<file path="config.mk">
export PLATFORM = sky130hd
export DESIGN_NAME = trim_bank
export DESIGN_NICKNAME = d
export VERILOG_FILES = /design/src/rtl/trim_pkg.sv /design/src/rtl/trim_sync.sv /design/src/rtl/trim_frame_fsm.sv /design/src/rtl/trim_regfile.sv /design/src/rtl/trim_bank.sv
export SDC_FILE = /design/constraint.sdc
export NUM_CORES = 1
export LEC_CHECK = 0
export ABC_AREA = 1
export BUFFER_PORTS_ARGS = -buffer_cell sky130_fd_sc_hd__buf_4
export CORE_MARGIN = 5
export CORE_UTILIZATION = 50
export DETAILED_ROUTE_END_ITERATION = 10
export PLACE_DENSITY = 0.76
export REMOVE_ABC_BUFFERS = 1
export SKIP_LAST_GASP = 1
export SYNTH_ARGS = -nofsm -noshare
export SYNTH_HDL_FRONTEND = slang
export SYNTH_SLANG_ARGS = --single-unit
</file>
<file path="constraint.sdc">
create_clock -name clk -period 1.91 [get_ports clk]
set_input_delay 0.382 -clock clk [delete_from_list [all_inputs] [get_ports clk]]
set_output_delay 0.382 -clock clk [all_outputs]
set_load 0.03 [all_outputs]
</file>
<file path="src/rtl/trim_pkg.sv">
package trim_pkg;
    localparam int NUM_CH_DEF = 12;
    localparam int ADDR_W_DEF = 4;
    localparam int DATA_W_DEF = 8;

    typedef enum logic [1:0] {
        ST_IDLE   = 2'd0,
        ST_SHIFT  = 2'd1,
        ST_COMMIT = 2'd2
    } frm_state_e;
endpackage

</file>
<file path="src/rtl/trim_sync.sv">
module trim_sync #(
    parameter int          W    = 1,
    parameter logic [W-1:0] INIT = '0
) (
    input  logic         clk,
    input  logic         rst_n,
    input  logic [W-1:0] d,
    output logic [W-1:0] q
);
    logic [W-1:0] stage1_q;
    logic [W-1:0] stage2_q;

    // two flops per bit; reset values match an idle bus
    always_ff @(posedge clk or negedge rst_n) begin
        if (!rst_n) begin
            stage1_q <= INIT;
            stage2_q <= INIT;
        end else begin
            stage1_q <= d;
            stage2_q <= stage1_q;
        end
    end

    assign q = stage2_q;
endmodule

</file>
<file path="src/rtl/trim_frame_fsm.sv">
module trim_frame_fsm
    import trim_pkg::*;
#(
    parameter int ADDR_W = ADDR_W_DEF,
    parameter int DATA_W = DATA_W_DEF
) (
    input  logic              clk,
    input  logic              rst_n,
    input  logic              cs_n_s,
    input  logic              sclk_s,
    input  logic              din_s,
    output logic              wr_en,
    output logic [ADDR_W-1:0] wr_addr,
    output logic [DATA_W-1:0] wr_data
);
    localparam int FRAME_BITS = ADDR_W + DATA_W;
    localparam int CNT_MAX    = FRAME_BITS + 1;
    localparam int CNT_W      = $clog2(CNT_MAX + 1);

    frm_state_e              state_q, state_d;
    logic                    sclk_q;
    logic                    sclk_rise;
    logic [FRAME_BITS-1:0]   shift_q;
    logic [CNT_W-1:0]        cnt_q;

    assign sclk_rise = sclk_s & ~sclk_q;

    // state register
    always_ff @(posedge clk or negedge rst_n) begin
        if (!rst_n) state_q <= ST_IDLE;
        else        state_q <= state_d;
    end

    // transitions
    always_comb begin
        state_d = state_q;
        unique case (state_q)
            ST_IDLE:   if (!cs_n_s) state_d = ST_SHIFT;
            ST_SHIFT:  if (cs_n_s)  state_d = ST_COMMIT;
            ST_COMMIT: state_d = ST_IDLE;
            default:   state_d = ST_IDLE;
        endcase
    end

    // shift register and saturating bit counter
    always_ff @(posedge clk or negedge rst_n) begin
        if (!rst_n) begin
            sclk_q  <= 1'b0;
            shift_q <= '0;
            cnt_q   <= '0;
        end else begin
            sclk_q <= sclk_s;
            if (state_q == ST_IDLE && !cs_n_s) begin
                shift_q <= '0;
                cnt_q   <= '0;
            end else if (state_q == ST_SHIFT && !cs_n_s && sclk_rise) begin
                shift_q <= {shift_q[FRAME_BITS-2:0], din_s};
                if (cnt_q != CNT_W'(CNT_MAX)) cnt_q <= cnt_q + 1'b1;
            end
        end
    end

    // outputs
    always_comb begin
        wr_en   = 1'b0;
        wr_addr = shift_q[FRAME_BITS-1 -: ADDR_W];
        wr_data = shift_q[DATA_W-1:0];
        unique case (state_q)
            ST_IDLE:   wr_en = 1'b0;
            ST_SHIFT:  wr_en = 1'b0;
            ST_COMMIT: wr_en = (cnt_q == CNT_W'(FRAME_BITS));
            default:   wr_en = 1'b0;
        endcase
    end

    AST_CNT_SATURATES: assert property (@(posedge clk) disable iff (!rst_n)
        cnt_q <= CNT_W'(CNT_MAX));
    AST_WRITE_FOLLOWS_SHIFT: assert property (@(posedge clk) disable iff (!rst_n)
        wr_en |-> $past(state_q) == ST_SHIFT);
    AST_FRAME_STARTS_CLEAR: assert property (@(posedge clk) disable iff (!rst_n)
        (state_q == ST_SHIFT && $past(state_q) == ST_IDLE) |-> cnt_q == '0);
endmodule

</file>
<file path="src/rtl/trim_regfile.sv">
module trim_regfile
    import trim_pkg::*;
#(
    parameter int NUM_CH = NUM_CH_DEF,
    parameter int ADDR_W = ADDR_W_DEF,
    parameter int DATA_W = DATA_W_DEF
) (
    input  logic                     clk,
    input  logic                     rst_n,
    input  logic                     wr_en,
    input  logic [ADDR_W-1:0]        wr_addr,
    input  logic [DATA_W-1:0]        wr_data,
    output logic [NUM_CH*DATA_W-1:0] regs_flat
);
    localparam logic [DATA_W-1:0] MIDSCALE = {1'b1, {(DATA_W-1){1'b0}}};

    for (genvar g = 0; g < NUM_CH; g++) begin : g_ch
        logic [DATA_W-1:0] code_q;
        logic              hit;

        assign hit = wr_en && (wr_addr == ADDR_W'(g));

        always_ff @(posedge clk or negedge rst_n) begin
            if (!rst_n)   code_q <= MIDSCALE;
            else if (hit) code_q <= wr_data;
        end

        assign regs_flat[g*DATA_W +: DATA_W] = code_q;

        AST_UNADDRESSED_HOLDS: assert property (@(posedge clk) disable iff (!rst_n)
            !(wr_en && wr_addr == ADDR_W'(g)) |=> $stable(regs_flat[g*DATA_W +: DATA_W]));
    end

    AST_OUT_OF_RANGE_IGNORED: assert property (@(posedge clk) disable iff (!rst_n)
        (wr_en && int'(wr_addr) >= NUM_CH) |=> $stable(regs_flat));
endmodule

</file>
<file path="src/rtl/trim_bank.sv">
module trim_bank
    import trim_pkg::*;
#(
    parameter int NUM_CH = NUM_CH_DEF,
    parameter int ADDR_W = ADDR_W_DEF,
    parameter int DATA_W = DATA_W_DEF
) (
    input  logic                     clk,
    input  logic                     rst_n,
    input  logic                     ser_din,
    input  logic                     ser_clk,
    input  logic                     ser_cs_n,
    input  logic                     pwr_down,
    output logic [NUM_CH*DATA_W-1:0] chan_code,
    output logic                     shdn_stat
);
    localparam int BUS_W = NUM_CH * DATA_W;

    logic [2:0]        pins_s;
    logic              wr_en;
    logic [ADDR_W-1:0] wr_addr;
    logic [DATA_W-1:0] wr_data;
    logic [BUS_W-1:0]  regs_flat;

    // bit 2: select (idles high), bit 1: serial clock, bit 0: data
    trim_sync #(.W(3), .INIT(3'b100)) u_sync (
        .clk   (clk),
        .rst_n (rst_n),
        .d     ({ser_cs_n, ser_clk, ser_din}),
        .q     (pins_s)
    );

    trim_frame_fsm #(.ADDR_W(ADDR_W), .DATA_W(DATA_W)) u_fsm (
        .clk     (clk),
        .rst_n   (rst_n),
        .cs_n_s  (pins_s[2]),
        .sclk_s  (pins_s[1]),
        .din_s   (pins_s[0]),
        .wr_en   (wr_en),
        .wr_addr (wr_addr),
        .wr_data (wr_data)
    );

    trim_regfile #(.NUM_CH(NUM_CH), .ADDR_W(ADDR_W), .DATA_W(DATA_W)) u_regs (
        .clk       (clk),
        .rst_n     (rst_n),
        .wr_en     (wr_en),
        .wr_addr   (wr_addr),
        .wr_data   (wr_data),
        .regs_flat (regs_flat)
    );

    // power-down blanks the bus; storage is untouched
    always_comb begin
        chan_code = pwr_down ? '0 : regs_flat;
        shdn_stat = pwr_down;
    end

    AST_SHUTDOWN_KEEPS_CODES: assert property (@(posedge clk) disable iff (!rst_n)
        (pwr_down && !wr_en) |=> $stable(regs_flat));
endmodule

</file>
==> metrics.txt <==
Worst-Margin Slew 713 ps; Yosys cell types 21; register area share after synthesis 54.9%; die area 13300 sq um; crit start category register; pwr dens 826 nW/um^2; Initial DRT Pass Iterations 5; hold path cells 0; area delta synth->final 26.3%; top post-synthesis cells by count 135 x nand2_1, 117 x inv_1, 114 x nor2_1; clock share of power 52.0%; Hold Startpoint u_sync.stage1_q[1]$_DFF_PN0_; Peak Freq 580 MHz; Initial DRC Count 267; EDFF count, synth 0; total negative slack 0 ps; row cnt 38; Synth area leader dfrtp_1; I/O Pins 103; status finished, final reports clean; TritonCTS clock tree done; minimum clock period 1720 ps; final global-route overflow total 0; share of layout cells above drive strength 1 27.2%; initial antenna violation count 0; Arrival @ worst endpoint 1340 ps; RSZ-0062 raised after global routing no; Area contributors post-synth dfrtp_1 48%, nand2_1 9.1%, inv_1 7.9%; top cell type's share of synthesized area 48.3%; Slew HR 52.4%; internal cell power 0.00452 W; Starting Density 51.2%; reg2reg start u_fsm.cnt_q[1]$_DFFE_PN0P_; number of antenna diodes 0; sw frac 22.0%; Comb power frac 3.0%; number of max-cap violations 0; Final Max Slew Viols 0; Placed Area 6410 sq um; Post-Route WL 12600 um; # Post-CTS Setup Buffers 0; Nets 765; CTS root buf clkbuf_8; crit path kind register to primary output; Residual DRC 0; clock buffer depth 2; Critical Path End Type primary output; Die Span X 115 um; Clock Skew 8.36 ps; cells on worst reg2reg path 7; H-tree Lvls 4; via count 4348; vias in the first global route 4155; All-Layer GR Usage 20.1%; most frequent cell after synthesis nand2_1; Final setup viols 0; WP data required 1530 ps; LEAKAGE 3.36 nW; Final Cycle Share 90.3%; Seq cells post-synth 121; routability congestion estimate 0.798; Hold Path End u_sync.q[1]$_DFF_PN0_; Cells after Synth 653; Final Hold Viols 0; Syn Area/Cell 8.50 sq um; Psw 0.00127 W; largest net degree at the start of global routing 46; Avg WL per Cell 13.9 um; remaining antenna violation count 0; Clock transition at path regs 60 ps; core area 10800 sq um; Synth Flop Type dfrtp_1; DP HPWL 8440 um; Flop pwr share 45.0%; CP max FO 2; setup slack, reg-to-reg 200 ps; clk_lat worst skew 500 ps; Finished Cell Area 7010 sq um; Hold Crit Class register to register; cell area after synthesis 5550 sq um; total CTS buffers 17; VDD IR-drop max 0.000666 V; first-pass GRT wire length 20900 um; Yosys warnings 0; Die Height 115 um; Post-synth ARST share 100%; worst r2r dst u_regs.g_ch[11].code_q[0]$_DFFE_PN0P_; count of input and output buffers 102; vias per cell 4.78; TritonCTS Sinks 121; post-layout util 64.7%
critical path, cell delays in order (launching register included):
cell and delay, ps:
dfstp_2 530, inv_1 40, nor2_1 100, buf_4 170
through the flow:
step	hold WS, ps	setup slack (ps)	instances	power (W)
floorplan	86.4	42.6	618	0.00269
global placement	334	287	873	0.00281
detailed placement	336	222	873	0.00282
CTS	348	164	909	0.00583
global route	353	27.9	909	0.00599
finish	345	186	909	0.00579
cell families after synthesis:
family | Yosys count | share of synthesized area [%]
AOI/OAI and AO/OA | 109 | 12.4
xor gates and xnor gates | 1 | 0.158
adders and majority gates | 3 | 0.677
buffers and inverters | 152 | 12.1
DFF | 121 | 54.9
and+or+nand+nor | 267 | 19.8
area by class of cell:
cell class | count | area [sq um]
Clock buffer | 20 | 435
Clock inverter | 12 | 128
Fill cell | 872 | 3830
Inverter | 117 | 439
Multi-Input combinational cell | 380 | 1830
Sequential cell | 121 | 3050
Tap cell | 140 | 175
Timing Repair Buffer | 119 | 953
layer usage:
| metal | vias up | wire length (um) | track usage, % | share of wire (%) |
|---|---|---|---|---|
| met5 | - | 0 | 0 | 0 |
| met4 | 0 | 145 | 6.65 | 1.2 |
| met3 | 18 | 813 | 4.05 | 6.4 |
| met2 | 138 | 6080 | 32.2 | 48 |
| met1 | 2008 | 5570 | 27.6 | 44 |
| li1 | 2184 | - | - | - |
cells in the final DEF (no fill, tap or decap), types with 4 or more instances in the layout:
| cell | synthesis | routed |
|---|---|---|
| dfrtp_1 | 107 | 107 |
| buf_12 | 1 | 4 |
| o21ai_2 | 38 | 38 |
| o21ai_0 | 29 | 29 |
| nand2_1 | 135 | 135 |
| clkinv_2 | 0 | 4 |
| clkbuf_16 | 0 | 16 |
| nor2_1 | 114 | 114 |
| inv_1 | 117 | 117 |
| o21ai_1 | 42 | 42 |
| clkinvlp_4 | 0 | 4 |
| buf_4 | 1 | 111 |
| dlygate4sd3_1 | 0 | 4 |
| dfstp_2 | 14 | 14 |
| nand2_4 | 10 | 10 |
power groups by stage:
stage	registers (W)	logic (W)	clock network, W
global route	0.00260	0.000199	0.00318
global placement	0.00264	0.000165	0
CTS	0.00260	0.000179	0.00305
detailed placement	0.00265	0.000171	0
floorplan	0.00264	0.0000425	0
finish	0.00260	0.000174	0.00301
sequential cells by signal, summed over array words and instances (netlist names):
signal	count
u_regs.g_ch.code_q	96
u_fsm.shift_q	12
u_fsm.cnt_q	4
u_sync.q	3
u_sync.stage1_q	3
u_fsm.state_q	2
u_fsm.sclk_q	1
repair_timing:
action	4_1_cts	5_1_grt
gates resized for setup	0	0
hold endpoints to repair	36	0
hold buffers	4	0
how the worst max path moves through the flow:
stage                                         startpoint                               endpoint  slack [ps]  cells past startpoint
finish              u_regs.g_ch[3].code_q[7]$_DFFE_PN1P_                          chan_code[31]         190                      3
CTS                 u_regs.g_ch[3].code_q[7]$_DFFE_PN1P_                          chan_code[31]         160                      3
detailed placement            u_fsm.cnt_q[1]$_DFFE_PN0P_   u_regs.g_ch[1].code_q[4]$_DFFE_PN0P_         220                      7
global route                  u_fsm.cnt_q[1]$_DFFE_PN0P_  u_regs.g_ch[11].code_q[0]$_DFFE_PN0P_          30                      7
global placement              u_fsm.cnt_q[0]$_DFFE_PN0P_  u_regs.g_ch[11].code_q[4]$_DFFE_PN0P_         290                      7
floorplan                     u_fsm.cnt_q[0]$_DFFE_PN0P_  u_regs.g_ch[11].code_q[0]$_DFFE_PN0P_          40                      7
(Power assumes the default switching activity.)
